### src/rtl/lcs_pkg.sv
package lcs_pkg;

    typedef enum logic [1:0] {
        DEV_IDLE   = 2'd0,
        DEV_ARMED  = 2'd1,
        DEV_PEND   = 2'd2,
        DEV_SIGNAL = 2'd3
    } dev_state_e;

    typedef enum logic [1:0] {
        HOST_IDLE    = 2'd0,
        HOST_ARMED   = 2'd1,
        HOST_CANCEL  = 2'd2,
        HOST_RELEASE = 2'd3
    } host_state_e;

endpackage

### src/rtl/lcs_zero_run.sv
// Counts consecutive low samples of the line while enabled (saturating),
// and flags a run of at least RUN_LEN zeros closed by a high sample.
module lcs_zero_run #(
    parameter int RUN_LEN = 4
) (
    input  logic clk,
    input  logic rst_n,
    input  logic en_i,
    input  logic line_i,
    output logic hit_o,
    output logic quiet_o
);
    localparam int CW = $clog2(RUN_LEN + 1);
    localparam logic [CW-1:0] FULL = CW'(RUN_LEN);

    logic [CW-1:0] cnt_q;

    always_ff @(posedge clk or negedge rst_n) begin
        if (!rst_n) begin
            cnt_q <= '0;
        end else if (!en_i || line_i) begin
            cnt_q <= '0;
        end else if (cnt_q != FULL) begin
            cnt_q <= cnt_q + 1'b1;
        end
    end

    assign hit_o   = en_i && line_i && (cnt_q == FULL);
    assign quiet_o = (cnt_q == '0);
endmodule

### src/rtl/lcs_dev_fsm.sv
// Device side: arm after the multi-block response, drive one zero on finish.
module lcs_dev_fsm
    import lcs_pkg::*;
(
    input  logic clk,
    input  logic rst_n,
    input  logic resp_done_i,
    input  logic ata_done_i,
    input  logic irq_dis_i,
    input  logic reset_cmd_i,
    input  logic line_i,
    input  logic run_hit_i,
    input  logic run_quiet_i,
    output logic drive_low_o,
    output logic armed_o,
    output logic sig_sent_o,
    output logic dis_seen_o
);
    dev_state_e state_q, state_d;
    logic       line_free;

    assign line_free = line_i && run_quiet_i;

    always_ff @(posedge clk or negedge rst_n) begin
        if (!rst_n) state_q <= DEV_IDLE;
        else        state_q <= state_d;
    end

    always_comb begin
        state_d = state_q;
        if (reset_cmd_i) begin
            state_d = DEV_IDLE;
        end else begin
            unique case (state_q)
                DEV_IDLE: begin
                    if (resp_done_i && !irq_dis_i) state_d = DEV_ARMED;
                end
                DEV_ARMED: begin
                    if (run_hit_i)       state_d = DEV_IDLE;
                    else if (irq_dis_i)  state_d = DEV_IDLE;
                    else if (ata_done_i) state_d = line_free ? DEV_SIGNAL : DEV_PEND;
                end
                DEV_PEND: begin
                    if (run_hit_i)      state_d = DEV_IDLE;
                    else if (irq_dis_i) state_d = DEV_IDLE;
                    else if (line_free) state_d = DEV_SIGNAL;
                end
                DEV_SIGNAL: state_d = DEV_IDLE;
            endcase
        end
    end

    always_comb begin
        drive_low_o = 1'b0;
        armed_o     = 1'b0;
        sig_sent_o  = 1'b0;
        unique case (state_q)
            DEV_IDLE:   ;
            DEV_ARMED:  armed_o = 1'b1;
            DEV_PEND:   armed_o = 1'b1;
            DEV_SIGNAL: begin
                drive_low_o = 1'b1;
                sig_sent_o  = 1'b1;
            end
        endcase
        dis_seen_o = armed_o && run_hit_i;
    end
endmodule

### src/rtl/lcs_host_fsm.sv
// Host side: detect a completion zero or send the zeros-then-one disable.
module lcs_host_fsm
    import lcs_pkg::*;
#(
    parameter int RUN_LEN = 4
) (
    input  logic clk,
    input  logic rst_n,
    input  logic resp_done_i,
    input  logic irq_dis_i,
    input  logic cancel_req_i,
    input  logic reset_cmd_i,
    input  logic line_i,
    output logic drive_low_o,
    output logic armed_o,
    output logic done_o,
    output logic cancel_done_o
);
    localparam int CW = $clog2(RUN_LEN + 1);
    localparam logic [CW-1:0] LAST = CW'(RUN_LEN - 1);

    host_state_e   state_q, state_d;
    logic [CW-1:0] cnt_q;

    always_ff @(posedge clk or negedge rst_n) begin
        if (!rst_n) state_q <= HOST_IDLE;
        else        state_q <= state_d;
    end

    always_ff @(posedge clk or negedge rst_n) begin
        if (!rst_n)                    cnt_q <= '0;
        else if (state_q != HOST_CANCEL) cnt_q <= '0;
        else                           cnt_q <= cnt_q + 1'b1;
    end

    always_comb begin
        state_d = state_q;
        if (reset_cmd_i) begin
            state_d = HOST_IDLE;
        end else begin
            unique case (state_q)
                HOST_IDLE: begin
                    if (resp_done_i && !irq_dis_i) state_d = HOST_ARMED;
                end
                HOST_ARMED: begin
                    if (!line_i)           state_d = HOST_IDLE;
                    else if (cancel_req_i) state_d = HOST_CANCEL;
                end
                HOST_CANCEL: begin
                    if (cnt_q == LAST) state_d = HOST_RELEASE;
                end
                HOST_RELEASE: state_d = HOST_IDLE;
            endcase
        end
    end

    always_comb begin
        drive_low_o   = 1'b0;
        armed_o       = 1'b0;
        cancel_done_o = 1'b0;
        unique case (state_q)
            HOST_IDLE:    ;
            HOST_ARMED:   armed_o = 1'b1;
            HOST_CANCEL:  drive_low_o = 1'b1;
            HOST_RELEASE: cancel_done_o = 1'b1;
        endcase
        done_o = armed_o && !line_i;
    end
endmodule

### src/rtl/line_done_notify.sv
module line_done_notify #(
    parameter int RUN_LEN = 4
) (
    input  logic clk,
    input  logic rst_n,
    input  logic line_i,
    input  logic dev_resp_done_i,
    input  logic dev_ata_done_i,
    input  logic dev_irq_dis_i,
    input  logic dev_reset_cmd_i,
    output logic dev_drive_low_o,
    output logic dev_armed_o,
    output logic dev_sig_sent_o,
    output logic dev_dis_seen_o,
    input  logic host_resp_done_i,
    input  logic host_irq_dis_i,
    input  logic host_cancel_req_i,
    input  logic host_reset_cmd_i,
    output logic host_drive_low_o,
    output logic host_armed_o,
    output logic host_done_o,
    output logic host_cancel_done_o
);
    logic run_hit;
    logic run_quiet;
    logic dev_armed;

    lcs_zero_run #(.RUN_LEN(RUN_LEN)) u_run (
        .clk     (clk),
        .rst_n   (rst_n),
        .en_i    (dev_armed),
        .line_i  (line_i),
        .hit_o   (run_hit),
        .quiet_o (run_quiet)
    );

    lcs_dev_fsm u_dev (
        .clk         (clk),
        .rst_n       (rst_n),
        .resp_done_i (dev_resp_done_i),
        .ata_done_i  (dev_ata_done_i),
        .irq_dis_i   (dev_irq_dis_i),
        .reset_cmd_i (dev_reset_cmd_i),
        .line_i      (line_i),
        .run_hit_i   (run_hit),
        .run_quiet_i (run_quiet),
        .drive_low_o (dev_drive_low_o),
        .armed_o     (dev_armed),
        .sig_sent_o  (dev_sig_sent_o),
        .dis_seen_o  (dev_dis_seen_o)
    );

    assign dev_armed_o = dev_armed;

    lcs_host_fsm #(.RUN_LEN(RUN_LEN)) u_host (
        .clk           (clk),
        .rst_n         (rst_n),
        .resp_done_i   (host_resp_done_i),
        .irq_dis_i     (host_irq_dis_i),
        .cancel_req_i  (host_cancel_req_i),
        .reset_cmd_i   (host_reset_cmd_i),
        .line_i        (line_i),
        .drive_low_o   (host_drive_low_o),
        .armed_o       (host_armed_o),
        .done_o        (host_done_o),
        .cancel_done_o (host_cancel_done_o)
    );
endmodule

### config.mk
export PLATFORM = sky130hd
export DESIGN_NAME = line_done_notify
export DESIGN_NICKNAME = d
export VERILOG_FILES = /design/src/rtl/lcs_pkg.sv /design/src/rtl/lcs_zero_run.sv /design/src/rtl/lcs_dev_fsm.sv /design/src/rtl/lcs_host_fsm.sv /design/src/rtl/line_done_notify.sv
export SDC_FILE = /design/constraint.sdc
export NUM_CORES = 1
export LEC_CHECK = 0
export BUFFER_PORTS_ARGS = -buffer_cell sky130_fd_sc_hd__buf_2
export CAP_MARGIN = 20
export CORE_AREA = 5 5 42 44
export DETAILED_ROUTE_END_ITERATION = 16
export DIE_AREA = 0 0 47 49
export PLACE_DENSITY = 0.75
export SLEW_MARGIN = 20
export SYNTH_ARGS = -nofsm -noshare
export SYNTH_HDL_FRONTEND = slang
export SYNTH_SLANG_ARGS = --single-unit
### constraint.sdc
create_clock -name clk -period 4.05 [get_ports clk]
set_clock_uncertainty 0.1 [all_clocks]
set_input_delay 0.81 -clock clk [delete_from_list [all_inputs] [get_ports clk]]
set_output_delay 0.81 -clock clk [all_outputs]
set_load 0.1 [all_outputs]
# Word level (Yosys, flattened, before mapping)
# Cells that the tools add are included.
[classes] n_addsub=2 eq_ne=16 n_mux=24 reduce_logical=19
[ops] operator="$mux W2" count=13
[ops] operator="$pmux W2 S4" count=2
[ops] operator="$mux W3" count=3
[ops] operator="$ne A3 B2 Y1 const B" count=3
[ops] operator="$eq A2 B2 Y1 const B" count=4
[ops] operator="$logic_and A1 B1 Y1" count=7
[ops] operator="$add A3 B1 Y3 const B" count=2
[ops] operator="$mux W1" count=6
[ops] operator="$reduce_and A3 Y1" count=2
[ops] operator="$ne A5 B3 Y1 const B" count=1
[ops] operator="$ne A5 B4 Y1 const B" count=1
[ops] operator="$eq A2 B1 Y1 const B" count=2
[ops] operator="$logic_not A1 Y1" count=4
[ops] operator="$logic_not A2 Y1" count=2
[ops] operator="$ne A4 B4 Y1 const B" count=1
[ops] operator="$eq A3 B2 Y1 const B" count=1
[ops] operator="$eq A3 B3 Y1 const B" count=1
[ops] operator="$logic_not A3 Y1" count=1
[ops] operator="$ne A3 B3 Y1 const B" count=1
[ops] operator="$ne A2 B2 Y1 const B" count=1
[ops] operator="$reduce_bool A2 Y1" count=1
[ops] operator="$reduce_or A2 Y1" count=1
[ops] operator="$logic_or A1 B1 Y1" count=1
[word_totals] ff_bits=10 input_bits=11 elab_cells=65

# Longest topological paths before layout
# Gate-level depths: netlist of run 1.
[depth] word_depth=8 ltp_mapped=6

# Modules after synthesis
# From an unflattened synthesis of run 1, not the netlist that was laid out.
[unflattened] cells_unflattened=65 area_unflattened_um2=668.1
[by_module_without_submodules] mod="lcs_host_fsm" instances=1 cells_per_inst=22 area_each_um2=246.5 seq_area_each_um2=125.1
[by_module_without_submodules] mod="lcs_dev_fsm" instances=1 cells_per_inst=24 area_each_um2=231.5 seq_area_each_um2=50.0
[by_module_without_submodules] mod="lcs_zero_run" instances=1 cells_per_inst=19 area_each_um2=190.2 seq_area_each_um2=75.1

# Least setup slack after synthesis of run 1
# No wires, ideal clock.
[synth_path] path_type="flip-flop to output port" startpoint="register u_host.state_q[1]" endpoint="output port host_done_o" arrival_ns=3.301 required_time_ns=3.140 path_slack_ns=-0.161 path_stages_with_launch=3 cell_sequence="dfrtp_1 -> nor2b_1 -> nor2b_1"
[synth_between] elab_chain_len=3
[synth_rtl] element="start, declared" line_no="lcs_host_fsm.sv:22" rtl="host_state_e state_q, state_d;"
[synth_rtl] element="start signal, assigned" line_no="lcs_host_fsm.sv:27" rtl="else state_q <= state_d;"
[synth_rtl] element="$eq A2 B1 Y1" line_no="lcs_host_fsm.sv:61" rtl="unique case (state_q)"
[synth_rtl] element="$mux W1" line_no="lcs_host_fsm.sv:61"
[synth_rtl] element="net host_armed_o" line_no="line_done_notify.sv:20" rtl="output logic host_armed_o,"
[synth_rtl] element="$logic_and A1 B1 Y1" line_no="lcs_host_fsm.sv:67" rtl="done_o = armed_o && !line_i;"
[synth_rtl] element="end, declared" line_no="line_done_notify.sv:21" rtl="output logic host_done_o,"
# The timed path passes the listed nets, and every way through them passes these cells.

# Worst setup path after layout of run 1
[layout_path] startpoint="register u_dev.state_q[1]" endpoint="output port dev_dis_seen_o"
[layout_between] elab_chain_len=6
[layout_rtl] element="start, declared" line_no="lcs_dev_fsm.sv:19" rtl="dev_state_e state_q, state_d;"
[layout_rtl] element="start signal, assigned" line_no="lcs_dev_fsm.sv:26" rtl="else state_q <= state_d;"
[layout_rtl] element="$eq A2 B1 Y1 or $eq A2 B2 Y1 (tied branches)" line_no="lcs_dev_fsm.sv:57" rtl="unique case (state_q)"
[layout_rtl] element="$reduce_or A2 Y1 (no line) *"
[layout_rtl] element="$mux W1 *" line_no="lcs_dev_fsm.sv:57"
[layout_rtl] element="$logic_and A1 B1 Y1 (2 in series)" line_no="lcs_zero_run.sv:28" rtl="assign hit_o = en_i && line_i && (cnt_q == FULL);"
[layout_rtl] element="$logic_and A1 B1 Y1 *" line_no="lcs_dev_fsm.sv:66" rtl="dis_seen_o = armed_o && run_hit_i;"
[layout_rtl] element="end, declared" line_no="line_done_notify.sv:14" rtl="output logic dev_dis_seen_o,"
# Every way passes the cells marked *; elsewhere a longest branch is shown, timed or not.

==> results.json, run 1 <==
{
  "power_density_nw_per_um2": 335.5,
  "final_nets": 110,
  "drv_slew": 0,
  "layout_common_cells": "buf_2, dfrtp_1, ha_1",
  "drt_iter0_drc": 14,
  "place.gp.congestion": 0.7009,
  "yosys_warnings": 0,
  "max_slew_margin_pct": 67.43,
  "tns_ps": 0,
  "setup_ws_ps": 1401,
  "required_ps": 3140,
  "diodes": 0,
  "drv_cap": 0,
  "die_h_um": 49,
  "synth_cells": 68,
  "finalWirelength_mm": 1.162,
  "finalCriticalPeriod_ps": 2649,
  "crit_buf_inv": 2,
  "grt_pass1_vias": 468,
  "outcome": "finished, final reports clean",
  "fill_cells": 139,
  "drive_gt1_share_pct": 28.09,
  "vdd_drop_max_mv": 0.1961,
  "num_rows": 14,
  "die_width_um": 47,
  "setup_violations": 0,
  "crit_fanout": 4,
  "grt_max_degree": 11,
  "slowest_stage": "buf_2",
  "cts-htree-levels": 1,
  "layout_commonest_cell": "buf_2",
  "path_class": "reg -> out",
  "syn-num-nets": 88,
  "timing.final.crit_share_pct": 65.40,
  "core-area_um2": 1401,
  "wl_per_cell_um": 11.07,
  "cp.arrival_ps": 1740,
  "antenna_found_initial": 0,
  "place_area_um2": 739.5,
  "hpwl_um": 995.2,
  "cts_resized": 0,
  "power_leakage_nw": 0.4023,
  "vias": 532,
  "clk_pin_slew_ps": 60,
  "synth_top_cell_area_share_pct": 39.45,
  "grt_use_total_pct": 11.08,
  "tightest_slew_ps": 491.9,
  "end_kind": "primary output",
  "clock_latency_ps": 260,
  "clock.fmax_mhz": 377.6,
  "netlist_area_um2": 634.4,
  "avgSynthCellArea_um2": 9.329,
  "grt.overflow.total": 0,
  "synth_top_cell_by_area": "dfrtp_1",
  "stdcell_area_um2": 775.7,
  "power_w": 0.0002602,
  "holdBufCountCts": 0,
  "initial_core_util_pct": 45.27,
  "synth_seq_area_share_pct": 39.45,
  "cts_made_buffers": 3,
  "start_kind": "flop",
  "grt_pass1_wl_mm": 1.863,
  "viasPerCell": 5.067,
  "place_worst_setup_slack_ps": 1526,
  "tritoncts": "built",
  "drc": 0,
  "clock_sinks": 10,
  "post_cts_buffers": 0,
  "syn_to_final_growth_pct": 22.29,
  "root_buffer": "clkbuf_4",
  "yosys-top-cells-area": "dfrtp_1, ha_1, inv_1, nor2_1, a21oi_1",
  "dr.pass1.iters": 6,
  "crit_family": "buffers and inverters",
  "rsz0062_at_grt": "false",
  "worstPathCellList": "inv_1, ha_1, and4_4, buf_2",
  "dieArea_um2": 2303,
  "clk_path_buf_depth": 2,
  "io_buffers": 18,
  "ios": 19,
  "final_util_pct": 55.36,
  "hold_viol": 0,
  "hold_path.class": "in -> async",
  "antenna_violating_nets_post_route": 0,
  "ys_ff_latch": 10,
  "synth_cell_type_count": 24,
  "slowest_delay_ps": 430
}
[worst register-to-register path: cells and delay by family, from the launching register on]
| kind | cells | cell delay (ps) |
|---|---|---|
| flops | 1 | 410 |
| buf+inv | 1 | 130 |
| fa+ha+maj | 1 | 270 |
| simple gates | 2 | 680 |
| compound gates | 1 | 180 |
[cell type report]
type / count / area [µm²] / share of cell area [%]
Multi-Input combinational cell: 50 / 352.8 / 45.48
Timing Repair Buffer: 18 / 90.09 / 11.61
Sequential cell: 10 / 250.2 / 32.26
Tap cell: 16 / 20.02 / 2.581
Clock buffer: 4 / 36.28 / 4.677
Inverter: 7 / 26.28 / 3.387
[cell families (layout without fill, tap and decap cells)]
family	after synthesis	after routing	share of synthesized area (%)
AOI/OAI and AO/OA	12	12	12.43
xor gates and xnor gates	1	1	1.381
adders and majority gates	9	9	17.75
buffers and inverters	8	29	5.327
DFF	10	10	39.45
and+or+nand+nor	28	28	23.67
[stage by stage]
| stage | instances | hold slack [ps] |
|---|---|---|
| final | 105 | 295.3 |
| after global routing | 105 | 297.7 |
| after CTS | 105 | 296.3 |
| after detailed placement | 101 | 336.2 |
| after global placement | 101 | 322.5 |
| after floorplan | 68 | 309.9 |
[path summary, 6_finish.rpt]
path / to / slack, ps / startpoint / depth (start not counted)
setup / recovery: dev_dis_seen_o / 1400 / u_dev.state_q[1] / 4
hold / removal: u_run.cnt_q[0] / 300 / rst_n / 1
setup reg to reg: u_dev.state_q[1] / 2210 / u_dev.state_q[1] / 5
hold reg to reg: u_host.cnt_q[0] / 340 / u_host.cnt_q[0] / 1
max in group asynchronous: u_host.state_q[1] / 3370 / rst_n / 1
min in group clk: u_host.cnt_q[0] / 340 / u_host.cnt_q[0] / 1
[flip-flops by register name (all words and copies together), names as in the netlist]
register	flops
u_host.state_q	2
u_dev.state_q	2
u_host.cnt_q	3
u_run.cnt_q	3
[synth_stat cells]
library cell and count:
nand2b_1 3, o2111ai_1 1, nand3b_1 1, o31ai_1 1, a21oi_2 1, a21oi_1 4, nand2_1 5, xnor2_1 1
o21ai_0 1, and4_4 1, buf_4 1, nor2b_1 3, nor3_1 1, and2_1 2, nand3_1 3, a21boi_0 1
nor2_1 7, or4_1 1, ha_1 9, a31oi_1 2, a221oi_1 1, dfrtp_1 10, or3b_1 1, inv_1 7
[per-layer routing]
layer | global-route usage, % | vias up | share of wire [%]
met5 | 0 | - | 0
li1 | - | 274 | -
met4 | 2.765 | 0 | 0
met3 | 4.428 | 0 | 7.6
met1 | 15.21 | 243 | 41
met2 | 16.06 | 15 | 52
[where the power goes]
group	switching [W]	internal, W
registers	0.00000360	0.000104
clock network	0.0000315	0.0000545
logic	0.0000471	0.0000196
Note: power is estimated with default switching activity, not from simulation.
==> run 2: changes to the inputs <==
Settings changed: CORE_AREA 5 5 42 44 to default, CORE_MARGIN from default to 5, CORE_UTILIZATION from default to 48, DIE_AREA 0 0 47 49 to default.
Clock period 4.05 ns to 2.7 ns, I/O delays scaled along.
==> results.json, run 2 (synthesis gave the netlist of run 1 again) <==
{
  "dieArea_um2": 2149,
  "power_density_nw_per_um2": 503.3,
  "setup_violations": 0,
  "layout_commonest_cell": "buf_2",
  "place.gp.congestion": 0.7518,
  "end_kind": "primary output",
  "combPwrFrac_pct": 25.4,
  "cts-htree-levels": 1,
  "swShare_pct": 31.97,
  "clk_pin_slew_ps": 60,
  "power_leakage_nw": 0.4034,
  "slowest_stage": "buf_2",
  "drt_iter0_drc": 4,
  "tns_ps": 0,
  "die_h_um": 46.36,
  "start_kind": "flop",
  "p_clk_share_pct": 33.6,
  "vdd_drop_max_mv": 0.2765,
  "crit_family": "buffers and inverters",
  "drc": 0,
  "required_ps": 2060,
  "tritoncts": "built",
  "max_slew_margin_pct": 67.53,
  "post_cts_buffers": 0,
  "ios": 19,
  "cp.arrival_ps": 1760,
  "drive_gt1_share_pct": 29.21,
  "crit_buf_inv": 2,
  "tightest_slew_ps": 490.4,
  "reg_top3": "u_host.cnt_q (3), u_run.cnt_q (3)",
  "die_width_um": 46.36,
  "slowest_delay_ps": 430,
  "reg2reg_slack_ps": 850,
  "diodes": 0,
  "viasPerCell": 5.048,
  "path_class": "reg -> out",
  "crit_fanout": 4,
  "clk_path_buf_depth": 2,
  "place_worst_setup_slack_ps": 586.0,
  "holdBufCountCts": 0,
  "setup_ws_ps": 299.4,
  "outcome": "finished, final reports clean",
  "drv_cap": 0,
  "internal_power_w": 0.0002678,
  "drv_slew": 0,
  "power_frac_seq_pct": 41.1,
  "grt_use_total_pct": 13.31,
  "rsz0062_at_grt": "false",
  "vias": 525,
  "antenna_violating_nets_post_route": 0,
  "clock_latency_ps": 270,
  "syn_to_final_growth_pct": 23.27,
  "grt_max_degree": 11,
  "initial_core_util_pct": 50.00,
  "finalCriticalPeriod_ps": 2401,
  "antenna_found_initial": 0,
  "num_rows": 13,
  "dr.pass1.iters": 4,
  "io_buffers": 18,
  "grt_pass1_wl_mm": 1.987,
  "p_sw_w": 0.0001258,
  "grt.overflow.total": 0,
  "hpwl_um": 901.4,
  "finalWirelength_mm": 1.117,
  "final_nets": 110,
  "hold_viol": 0,
  "root_buffer": "clkbuf_4",
  "timing.final.crit_share_pct": 88.91,
  "cts_resized": 0,
  "core-area_um2": 1269,
  "worstPathCellList": "inv_1, ha_1, and4_4, buf_2",
  "clock_sinks": 10,
  "layout_common_cells": "buf_2, dfrtp_1, ha_1",
  "wl_per_cell_um": 10.74,
  "cts_made_buffers": 3,
  "clock.fmax_mhz": 416.6,
  "grt_pass1_vias": 491,
  "hold_path.class": "in -> async"
}
-- run 2: cell counts in the layout (fill, tap and decap cells not counted) --
No cell type changed its count.
-- run 2: path summary, 6_finish.rpt --
| check | endpoint | startpoint | depth (start not counted) |
|---|---|---|---|
| max in group asynchronous | u_host.state_q[0] | rst_n | 1 |
| min in group clk | u_host.state_q[1] | host_reset_cmd_i | 2 |
| setup / recovery | dev_dis_seen_o | u_dev.state_q[1] | 4 |
| hold reg to reg | u_host.cnt_q[0] | u_host.cnt_q[0] | 1 |
| hold / removal | u_host.cnt_q[1] | rst_n | 1 |
| setup reg to reg | u_dev.state_q[1] | u_dev.state_q[1] | 5 |
-- run 2: power by group through the flow --
stage	Clock [W]	Sequential, W	Combinational [W]
floorplan	0	0.000163	0.0000771
global placement	0	0.000164	0.0000987
detailed placement	0	0.000164	0.0000993
CTS	0.000140	0.000162	0.000101
global route	0.000149	0.000163	0.000110
finish	0.000132	0.000162	0.0000998
-- run 2: metrics by stage --
stage               hold slack, ps  instance area, µm²  total power (W)  util [%]  cells
floorplan                    144.4               644.4        0.0002404         -     68
global placement             303.3               745.7        0.0002628     58.78    100
detailed placement           305.9               745.7        0.0002637     58.78    100
CTS                          7.722               782.0        0.0004021     61.64    104
global route                 5.890               782.0        0.0004216     61.64    104
finish                       12.33               782.0        0.0003936     61.64    104
-- run 2: routing by layer --
| metal | track usage (%) | wire length [µm] | up-vias |
|---|---|---|---|
| met4 | 6.818 | 17 | 0 |
| met2 | 20.33 | 557 | 12 |
| li1 | - | - | 274 |
| met5 | 0 | 0 | - |
| met3 | 7.031 | 77 | 3 |
| met1 | 14.90 | 465 | 236 |
-- run 2: area by class of cell --
type / instances / area (µm²)
clock buffers: 4 / 36.28
fillers: 116 / 486.7
inverters: 7 / 26.28
multi-input cells: 50 / 360.3
flip-flops and latches: 10 / 250.2
well taps: 15 / 18.77
repair buffers: 18 / 90.09
